`config.mk`:
```
export PLATFORM = sky130hd
export DESIGN_NAME = clk_src_div
export DESIGN_NICKNAME = d
export VERILOG_FILES = /design/src/rtl/clk_src_div_pkg.sv /design/src/rtl/clk_div_chan.sv /design/src/rtl/osc_fault_mon.sv /design/src/rtl/clk_src_div.sv
export SDC_FILE = /design/constraint.sdc
export NUM_CORES = 1
export LEC_CHECK = 0
export BUFFER_PORTS_ARGS = -buffer_cell sky130_fd_sc_hd__buf_2
export CORE_MARGIN = 2
export CORE_UTILIZATION = 30
export DETAILED_ROUTE_END_ITERATION = 7
export MAX_ROUTING_LAYER = met4
export PLACE_DENSITY = 0.6
export REMOVE_ABC_BUFFERS = 1
export SLEW_MARGIN = 10
export SYNTH_ARGS = -nofsm -noshare
export SYNTH_HDL_FRONTEND = slang
export SYNTH_HIERARCHICAL = 1
export SYNTH_SLANG_ARGS = --single-unit
```
`constraint.sdc`:
```
create_clock -name clk -period 2.1 [get_ports clk]
set_clock_uncertainty 0.2 [all_clocks]
set_input_delay 0.105 -clock clk [delete_from_list [all_inputs] [get_ports clk]]
set_output_delay 0.105 -clock clk [all_outputs]
set_load 0.05 [all_outputs]
```
`src/rtl/clk_src_div_pkg.sv`:
```
package clk_src_div_pkg;

    localparam int DIV_CODE_W = 2;
    localparam int SRC_SEL_W  = 2;
    localparam int NUM_SRC    = 1 << SRC_SEL_W;
    localparam int CNT_W      = (1 << DIV_CODE_W) - 1;
    localparam int NUM_CHAN   = 3;

    typedef enum logic [SRC_SEL_W-1:0] {
        SRC_DCO_A = 2'd0,
        SRC_DCO_B = 2'd1,
        SRC_HF    = 2'd2,
        SRC_LF    = 2'd3
    } src_sel_e;

    typedef enum logic [1:0] {
        ADDR_CTL1 = 2'd0,
        ADDR_CTL2 = 2'd1,
        ADDR_CTL3 = 2'd2,
        ADDR_FLAG = 2'd3
    } reg_addr_e;

    function automatic logic [CNT_W-1:0] div_last(input logic [DIV_CODE_W-1:0] code);
        logic [CNT_W:0] one;
        one = (CNT_W+1)'(1);
        return CNT_W'((one << code) - one);
    endfunction

endpackage

```
`src/rtl/clk_div_chan.sv`:
```
module clk_div_chan
    import clk_src_div_pkg::*;
#(
    parameter logic [SRC_SEL_W-1:0] RST_SRC = '0
) (
    input  logic                  clk,
    input  logic                  rst_n,
    input  logic [NUM_SRC-1:0]    src_ticks,
    input  logic [SRC_SEL_W-1:0]  req_src,
    input  logic [DIV_CODE_W-1:0] req_div,
    input  logic                  gate,
    output logic                  en_o
);

    typedef struct packed {
        logic [SRC_SEL_W-1:0]  src;
        logic [DIV_CODE_W-1:0] div;
        logic [CNT_W-1:0]      cnt;
        logic                  en;
    } chan_st_t;

    chan_st_t st_d, st_q;
    logic     tick;

    always_comb begin
        st_d    = st_q;
        st_d.en = 1'b0;
        tick    = src_ticks[st_q.src];
        if (tick) begin
            if (st_q.cnt == div_last(st_q.div)) begin
                st_d.cnt = '0;
                st_d.src = req_src;
                st_d.div = req_div;
                st_d.en  = ~gate;
            end else begin
                st_d.cnt = st_q.cnt + CNT_W'(1);
            end
        end
    end

    always_ff @(posedge clk or negedge rst_n) begin
        if (!rst_n) begin
            st_q.src <= RST_SRC;
            st_q.div <= '0;
            st_q.cnt <= '0;
            st_q.en  <= 1'b0;
        end else begin
            st_q <= st_d;
        end
    end

    assign en_o = st_q.en;

endmodule

```
`src/rtl/osc_fault_mon.sv`:
```
module osc_fault_mon #(
    parameter int TIMEOUT = 40
) (
    input  logic clk,
    input  logic rst_n,
    input  logic xtal_tick,
    input  logic watch,
    input  logic clr_we,
    input  logic clr_val,
    output logic flag_o
);

    localparam int CW = $clog2(TIMEOUT + 1);
    localparam logic [CW-1:0] LIMIT = CW'(TIMEOUT);

    typedef struct packed {
        logic [CW-1:0] cnt;
        logic          flag;
    } mon_st_t;

    mon_st_t st_d, st_q;
    logic    fault_cond;

    always_comb begin
        st_d       = st_q;
        fault_cond = (st_q.cnt == LIMIT);
        if (!watch || xtal_tick) begin
            st_d.cnt = '0;
        end else if (!fault_cond) begin
            st_d.cnt = st_q.cnt + CW'(1);
        end
        if (fault_cond) begin
            st_d.flag = 1'b1;
        end else if (clr_we) begin
            st_d.flag = clr_val;
        end
    end

    always_ff @(posedge clk or negedge rst_n) begin
        if (!rst_n) begin
            st_q <= '0;
        end else begin
            st_q <= st_d;
        end
    end

    assign flag_o = st_q.flag;

endmodule

```
`src/rtl/clk_src_div.sv`:
```
module clk_src_div
    import clk_src_div_pkg::*;
#(
    parameter int FAULT_TIMEOUT = 40
) (
    input  logic       clk,
    input  logic       rst_n,
    input  logic       dco_tick_i,
    input  logic       hf_tick_i,
    input  logic       lfx_tick_i,
    input  logic       vlo_tick_i,
    input  logic [7:0] sr_i,
    input  logic       wr_en_i,
    input  logic [1:0] wr_addr_i,
    input  logic [7:0] wr_data_i,
    output logic       mclk_en_o,
    output logic       smclk_en_o,
    output logic       aclk_en_o,
    output logic       osc_fault_o
);

    localparam int CH_M = 0;
    localparam int CH_S = 1;
    localparam int CH_A = 2;

    typedef struct packed {
        logic                  xts;
        logic [DIV_CODE_W-1:0] diva;
        logic [SRC_SEL_W-1:0]  selm;
        logic [DIV_CODE_W-1:0] divm;
        logic                  sels;
        logic [DIV_CODE_W-1:0] divs;
        logic [1:0]            lfsel;
    } cfg_t;

    cfg_t      cfg_d, cfg_q;
    reg_addr_e waddr;
    logic      subst;
    logic      lf_tick;
    logic      flag_we;

    logic [NUM_SRC-1:0]    srcs;
    logic [SRC_SEL_W-1:0]  req_src [NUM_CHAN];
    logic [DIV_CODE_W-1:0] req_div [NUM_CHAN];
    logic [NUM_CHAN-1:0]   gate;
    logic [NUM_CHAN-1:0]   en_vec;
    logic                  unused_bits;

    assign waddr       = reg_addr_e'(wr_addr_i);
    assign unused_bits = ^{wr_data_i[0], sr_i[5], sr_i[3:0]};

    always_comb begin
        cfg_d = cfg_q;
        if (wr_en_i) begin
            unique case (waddr)
                ADDR_CTL1: begin
                    cfg_d.xts  = wr_data_i[6];
                    cfg_d.diva = wr_data_i[5:4];
                end
                ADDR_CTL2: begin
                    cfg_d.selm = wr_data_i[7:6];
                    cfg_d.divm = wr_data_i[5:4];
                    cfg_d.sels = wr_data_i[3];
                    cfg_d.divs = wr_data_i[2:1];
                end
                ADDR_CTL3: cfg_d.lfsel = wr_data_i[5:4];
                ADDR_FLAG: ;
                default: ;
            endcase
        end
    end

    always_ff @(posedge clk or negedge rst_n) begin
        if (!rst_n) begin
            cfg_q <= '0;
        end else begin
            cfg_q <= cfg_d;
        end
    end

    assign subst   = cfg_q.lfsel[1] & ~cfg_q.xts;
    assign lf_tick = subst ? vlo_tick_i : lfx_tick_i;

    assign srcs[SRC_DCO_A] = dco_tick_i;
    assign srcs[SRC_DCO_B] = dco_tick_i;
    assign srcs[SRC_HF]    = hf_tick_i;
    assign srcs[SRC_LF]    = lf_tick;

    always_comb begin
        req_src[CH_M] = cfg_q.selm;
        req_div[CH_M] = cfg_q.divm;
        gate[CH_M]    = sr_i[4];
        req_src[CH_S] = cfg_q.sels ? SRC_LF : SRC_DCO_A;
        req_div[CH_S] = cfg_q.divs;
        gate[CH_S]    = sr_i[7] | (sr_i[6] & ~cfg_q.sels);
        req_src[CH_A] = SRC_LF;
        req_div[CH_A] = cfg_q.diva;
        gate[CH_A]    = 1'b0;
    end

    for (genvar g = 0; g < NUM_CHAN; g++) begin : g_chan
        clk_div_chan #(
            .RST_SRC((g == CH_A) ? SRC_LF : SRC_DCO_A)
        ) u_chan (
            .clk       (clk),
            .rst_n     (rst_n),
            .src_ticks (srcs),
            .req_src   (req_src[g]),
            .req_div   (req_div[g]),
            .gate      (gate[g]),
            .en_o      (en_vec[g])
        );
    end

    assign flag_we = wr_en_i & (waddr == ADDR_FLAG);

    osc_fault_mon #(
        .TIMEOUT (FAULT_TIMEOUT)
    ) u_fault (
        .clk       (clk),
        .rst_n     (rst_n),
        .xtal_tick (lfx_tick_i),
        .watch     (~subst),
        .clr_we    (flag_we),
        .clr_val   (wr_data_i[1]),
        .flag_o    (osc_fault_o)
    );

    assign mclk_en_o  = en_vec[CH_M];
    assign smclk_en_o = en_vec[CH_S];
    assign aclk_en_o  = en_vec[CH_A];

endmodule

```
-- Word-level counts from Yosys, hierarchy flattened
Index checks and enable logic that the tools add are counted.
- flip-flop bits (word level): 41
- input bits: 25
- logic and storage cells: 76
- bitwise logic cells: 8
- add/subtract/negate cells: 7
- $lt $le $gt $ge: 2
- equal/unequal tests: 8
- mux-type cells: 19
- shifts and indexed selects: 3
- reduce and logical (&&, ||, !) cells: 9
- operator list (kind ; count):
    $mux W6 ; 2
    $reduce_and A2 Y1 ; 6
    $mux W1 ; 11
    $add A3 B1 Y3 const B ; 3
    $eq A3 B3 Y1 ; 3
    $mux W3 ; 3
    $shl A1 B2 Y3 const A ; 3
    $sub A3 B1 Y3 const B ; 3
    $add A6 B1 Y6 const B ; 1
    $eq A6 B6 Y1 const B ; 1
    $lt A2 B3 Y1 const B ; 2
    $bmux W1 S2 ; 2
    $eq A2 B2 Y1 const B ; 2
    $not A1 Y1 ; 4
    $and A1 B1 Y1 ; 3
    $eq A2 B1 Y1 const B ; 1
    $logic_not A2 Y1 ; 1
    $mux W2 ; 1
    $ne A2 B2 Y1 const B ; 1
    $reduce_bool A2 Y1 ; 1
    $logic_or A1 B1 Y1 ; 1
    $or A1 B1 Y1 ; 1

-- Longest topological paths before layout
- word-level depth: 6
- depth in mapped cells: 5
- depth with buffers taken out: 5

-- By module
The synthesis kept the hierarchy.
- modules (own cells, without submodules) (module ; area an instance (um^2) ; cells each ; sequential area each (um^2) ; instances):
    clk_div_chan at g_chan[0].u_chan ... ; 440.4 ; 32 ; 200.2 ; 2
    clk_src_div ; 489.2 ; 32 ; 275.3 ; 1
    clk_div_chan at g_chan[2].u_chan ; 442.9 ; 32 ; 202.7 ; 1
    osc_fault_mon ; 362.8 ; 36 ; 175.2 ; 1

-- Worst setup path after synthesis
OpenSTA, ideal clock, no wires.
- path type: reg-to-reg
- start: register cfg_q[1] (netlist bit)
- end: register g_chan[0].u_chan/st_q[4] (netlist bit)
- setup time: 0.125 ns
- data required time: 1.775 ns
- stages on the path, launching flop included: 6
- setup slack: -0.009 ns
- data arrival time: 1.784 ns
- path through: dfrtp_1 nand2b_1 mux2_2 mux4_2 o21ai_4 mux2_4
- longest elaborated chain between the ends: 5
- RTL lines (element ; RTL line ; text):
    start, declared ; clk_src_div.sv:36 ; cfg_t cfg_d, cfg_q;
    start signal, assigned ; clk_src_div.sv:77 ; cfg_q <= cfg_d;
    $and A1 B1 Y1 ; clk_src_div.sv:81 ; assign subst = cfg_q.lfsel[1] & ~cfg_q.xts;
    $mux W1 ; clk_src_div.sv:82 ; assign lf_tick = subst ? vlo_tick_i : lfx_tick_i;
    net lf_tick ; clk_src_div.sv:39 ; logic lf_tick;
    $bmux W1 S2 ; clk_div_chan.sv:28 ; tick = src_ticks[st_q.src];
    $mux W1 (not written as such) ; clk_div_chan.sv:28 ;
    $reduce_and A2 Y1 (no source line) ; n/a ;
    end signal, assigned ; clk_div_chan.sv:48 ; st_q <= st_d;
    end, declared ; clk_div_chan.sv:22 ; chan_st_t st_d, st_q;
The timed path passes the listed nets, and every way through them passes these cells. The select of a mux whose other input is x is not followed.
A chain may end at the register's enable or synchronous reset.

-- Final worst setup path
- start: register cfg_q[11] (netlist bit)
- end: register g_chan[0].u_chan/st_q[4] (netlist bit)
- longest elaborated chain between the ends: 6
- RTL lines (element ; RTL line):
    $not A1 Y1 ; clk_src_div.sv:81
    $and A1 B1 Y1 ; clk_src_div.sv:81
    $mux W1 ; clk_src_div.sv:82
    net lf_tick ; clk_src_div.sv:39
    $bmux W1 S2 ; clk_div_chan.sv:28
    $mux W1 (not written as such) ; clk_div_chan.sv:28
    $reduce_and A2 Y1 (no source line) ; n/a
The timed path passes the listed nets, and every way through them passes these cells. The select of a mux whose other input is x is not followed.

==> results.json <==
{
  "dpl.hpwl_um": 2803,
  "slew_viol_final": 0,
  "place_ws_ns": -0.08793,
  "final_common_cell": "dfrtp_1",
  "numClockSinks": 42,
  "drt_iter0_drc": 56,
  "pwr_density_cell_nw_per_um2": 1278,
  "ant_nets": 0,
  "max_stage_delay_ns": 0.52,
  "crit_slowest_cell": "mux4_2",
  "io_pins": 29,
  "ys_seq_elements": 42,
  "worstPathCellList": "nand2b_4 > mux2_4 > mux4_2 > o21ai_4 > mux2_4",
  "vdd_drop_max_uv": 805.7,
  "postLayoutCellArea_um2": 2769,
  "slew_headroom_pct": 65.53,
  "max_freq_mhz": 466.2,
  "via_count": 1399,
  "syn_area_per_cell_um2": 13.27,
  "drive_gt1_share_pct": 41.94,
  "n_antenna_cell": 0,
  "synth_warnings": 6,
  "finalCritPeriodShare_pct": 102.1,
  "synth_cell_types": 36,
  "antenna_found_initial": 0,
  "cap_violations": 0,
  "holdCritPathClass": "in -> reg",
  "first_global_vias": 1328,
  "chipHeight_um": 89.17,
  "hold_viol": 0,
  "cp.arrival_ns": 2.13,
  "min_period_ns": 2.145,
  "avgRoutedWirePerCell_um": 11.73,
  "core_um2": 7137,
  "worst_slew_pin_slew_ns": 0.5171,
  "setup_ws_ns": -0.04513,
  "fp.dieArea_um2": 7950,
  "drc": 0,
  "cts_tree": "yes",
  "htreeDepth": 2,
  "violations": "setup timing",
  "start_kind": "flip-flop",
  "setup_viol": 10,
  "rows": 31,
  "synthCells": 164,
  "wirelength_um": 3708,
  "grt.overflow.total": 0,
  "cp_max_fo": 5,
  "gr-usage-all-layers_pct": 10.94,
  "grt_pass1_wl_um": 6285,
  "crit_required_ns": 2.09,
  "layout_common_cells": "40 x dfrtp_1, 22 x buf_2, 13 x mux2_4, 12 x dlygate4sd3_1, 11 x mux2_2",
  "dr.pass1.iters": 4,
  "routabilityCongestion": 0.7497,
  "numPortBuffers": 22,
  "worst-r2r-setup-slack_ns": -0.05,
  "syn_area_um2": 2176,
  "p_leak_nw": 1.252,
  "syn2layout_area_growth_pct": 27.26,
  "fin_nets": 246,
  "cts_made_buffers": 5,
  "dieWidth_um": 89.17,
  "cts-root-buf": "clkbuf_8",
  "status": "finished, violations left",
  "initial_core_util_pct": 30.49,
  "dpl_cell_area_um2": 2474,
  "via_per_inst": 4.427,
  "clk_pin_slew_ns": 0.08,
  "end_kind": "flip-flop",
  "rsz0062_at_grt": "yes",
  "critPathKind": "reg -> reg",
  "ctsLongestPathBuffers": 2,
  "ys_seq_area_share_pct": 48.42,
  "clkLatencyLatePin_ns": 0.30,
  "tns_ns": -0.3594,
  "grt_max_degree": 24,
  "cpMostUsedCell": "mux2_4"
}
-- cells in the mapped netlist (all sizes together) --
master	instances	area, um^2
o22ai	3	18.77
o32ai	3	82.58
inv	9	33.78
a21o	1	7.510
ha	5	62.56
or3	4	40.04
nor2b	1	6.260
mux2i	2	20.02
mux2	24	315.3
o2bb2ai	3	26.28
o21ai	7	68.82
a21oi	5	36.29
or2	3	18.77
and4bb	1	12.51
nor3b	2	26.28
nand4b	3	26.28
nand2b	2	12.51
conb	2	7.510
and3	2	13.77
nand3b	8	72.57
nand3	7	35.03
nand2	11	43.80
xor2	3	26.28
dfrtp	40	1001
nor2	5	18.77
o31ai	3	22.52
dfstp	2	52.55
mux4	3	67.56
-- final timing paths --
path                                                              to  cells after the start                   from
max in group asynchronous       g_chan[2].u_chan/st_q[7]$_DFFE_PN1P_                      3                  rst_n
min in group asynchronous       g_chan[1].u_chan/st_q[2]$_DFFE_PN0P_                      2                  rst_n
worst max-delay path            g_chan[0].u_chan/st_q[4]$_DFFE_PN0P_                      5  cfg_q[11]$_DFFE_PN0P_
worst max register to register  g_chan[0].u_chan/st_q[4]$_DFFE_PN0P_                      5  cfg_q[11]$_DFFE_PN0P_
worst min register to register  g_chan[0].u_chan/st_q[6]$_DFFE_PN0P_                      1   cfg_q[7]$_DFFE_PN0P_
worst min-delay path                            cfg_q[1]$_DFFE_PN0P_                      3           wr_addr_i[1]
-- per-stage QoR --
stage	hold slack, ns	power (W)	utilization [%]	instances
3_5_place_dp	-0.07592	0.002724	34.66	294
6_report	0.01418	0.003538	38.80	316
4_1_cts	0.003204	0.003581	38.71	316
5_1_grt	0.009828	0.003764	38.80	316
2_1_floorplan	-0.3906	0.002394	-	165
3_3_place_gp	-0.07808	0.002684	34.66	294
-- area by class of cell --
class | instances | area, um^2
well taps | 99 | 123.9
inverters | 9 | 33.78
flip-flops and latches | 42 | 1054
clock buffers | 6 | 82.58
multi-input cells | 114 | 1106
clock inverters | 2 | 60.06
fillers | 698 | 4368
repair buffers | 44 | 309.0
-- critical path: cells and delay by family, from the launching register on --
| kind | cells | cell delay [ns] |
|---|---|---|
| and+or+nand+nor | 1 | 0.15 |
| DFF | 1 | 0.39 |
| muxes | 3 | 1.16 |
| AOI/OAI and AO/OA | 1 | 0.14 |
-- kinds of logic after synthesis --
kind of cell             share of synthesized area [%]
AO/OA/AOI/OAI                                    12.08
XOR/XNOR                                         1.208
adder cells (fa/ha/maj)                          2.875
buffers and inverters                            1.553
flip-flops                                       48.42
multiplexers                                     18.52
other                                           0.3452
AND/OR/NAND/NOR                                  15.01
-- power breakdown --
group          switching (W)  total, W  internal, W
Sequential          0.000276   0.00136      0.00109
Clock               0.000282  0.000789     0.000507
Combinational       0.000576   0.00139     0.000811
-- repair_timing --
action	in CTS	in global routing
setup endpoints to repair	12	15
buffers inserted	2	1
hold endpoints to repair	40	0
resized for setup	2	2
hold buffers	12	0
cloned	0	0
-- metal layers --
layer	GRT usage [%]	part of all wire, %	vias up
met5	-	0	-
met4	5.292	2.1	0
met3	2.770	2.7	10
met2	15.56	45	17
met1	14.54	50	677
li1	-	-	695
-- flip-flops by register name, indices dropped and copies added, names as in the netlist --
signal and cells:
u_fault/st_q 6, g_chan.u_chan/st_q 21, g_chan.u_chan/en_o 3, u_fault/flag_o 1, cfg_q 11
No activity file was read; power rests on OpenSTA's default activity.
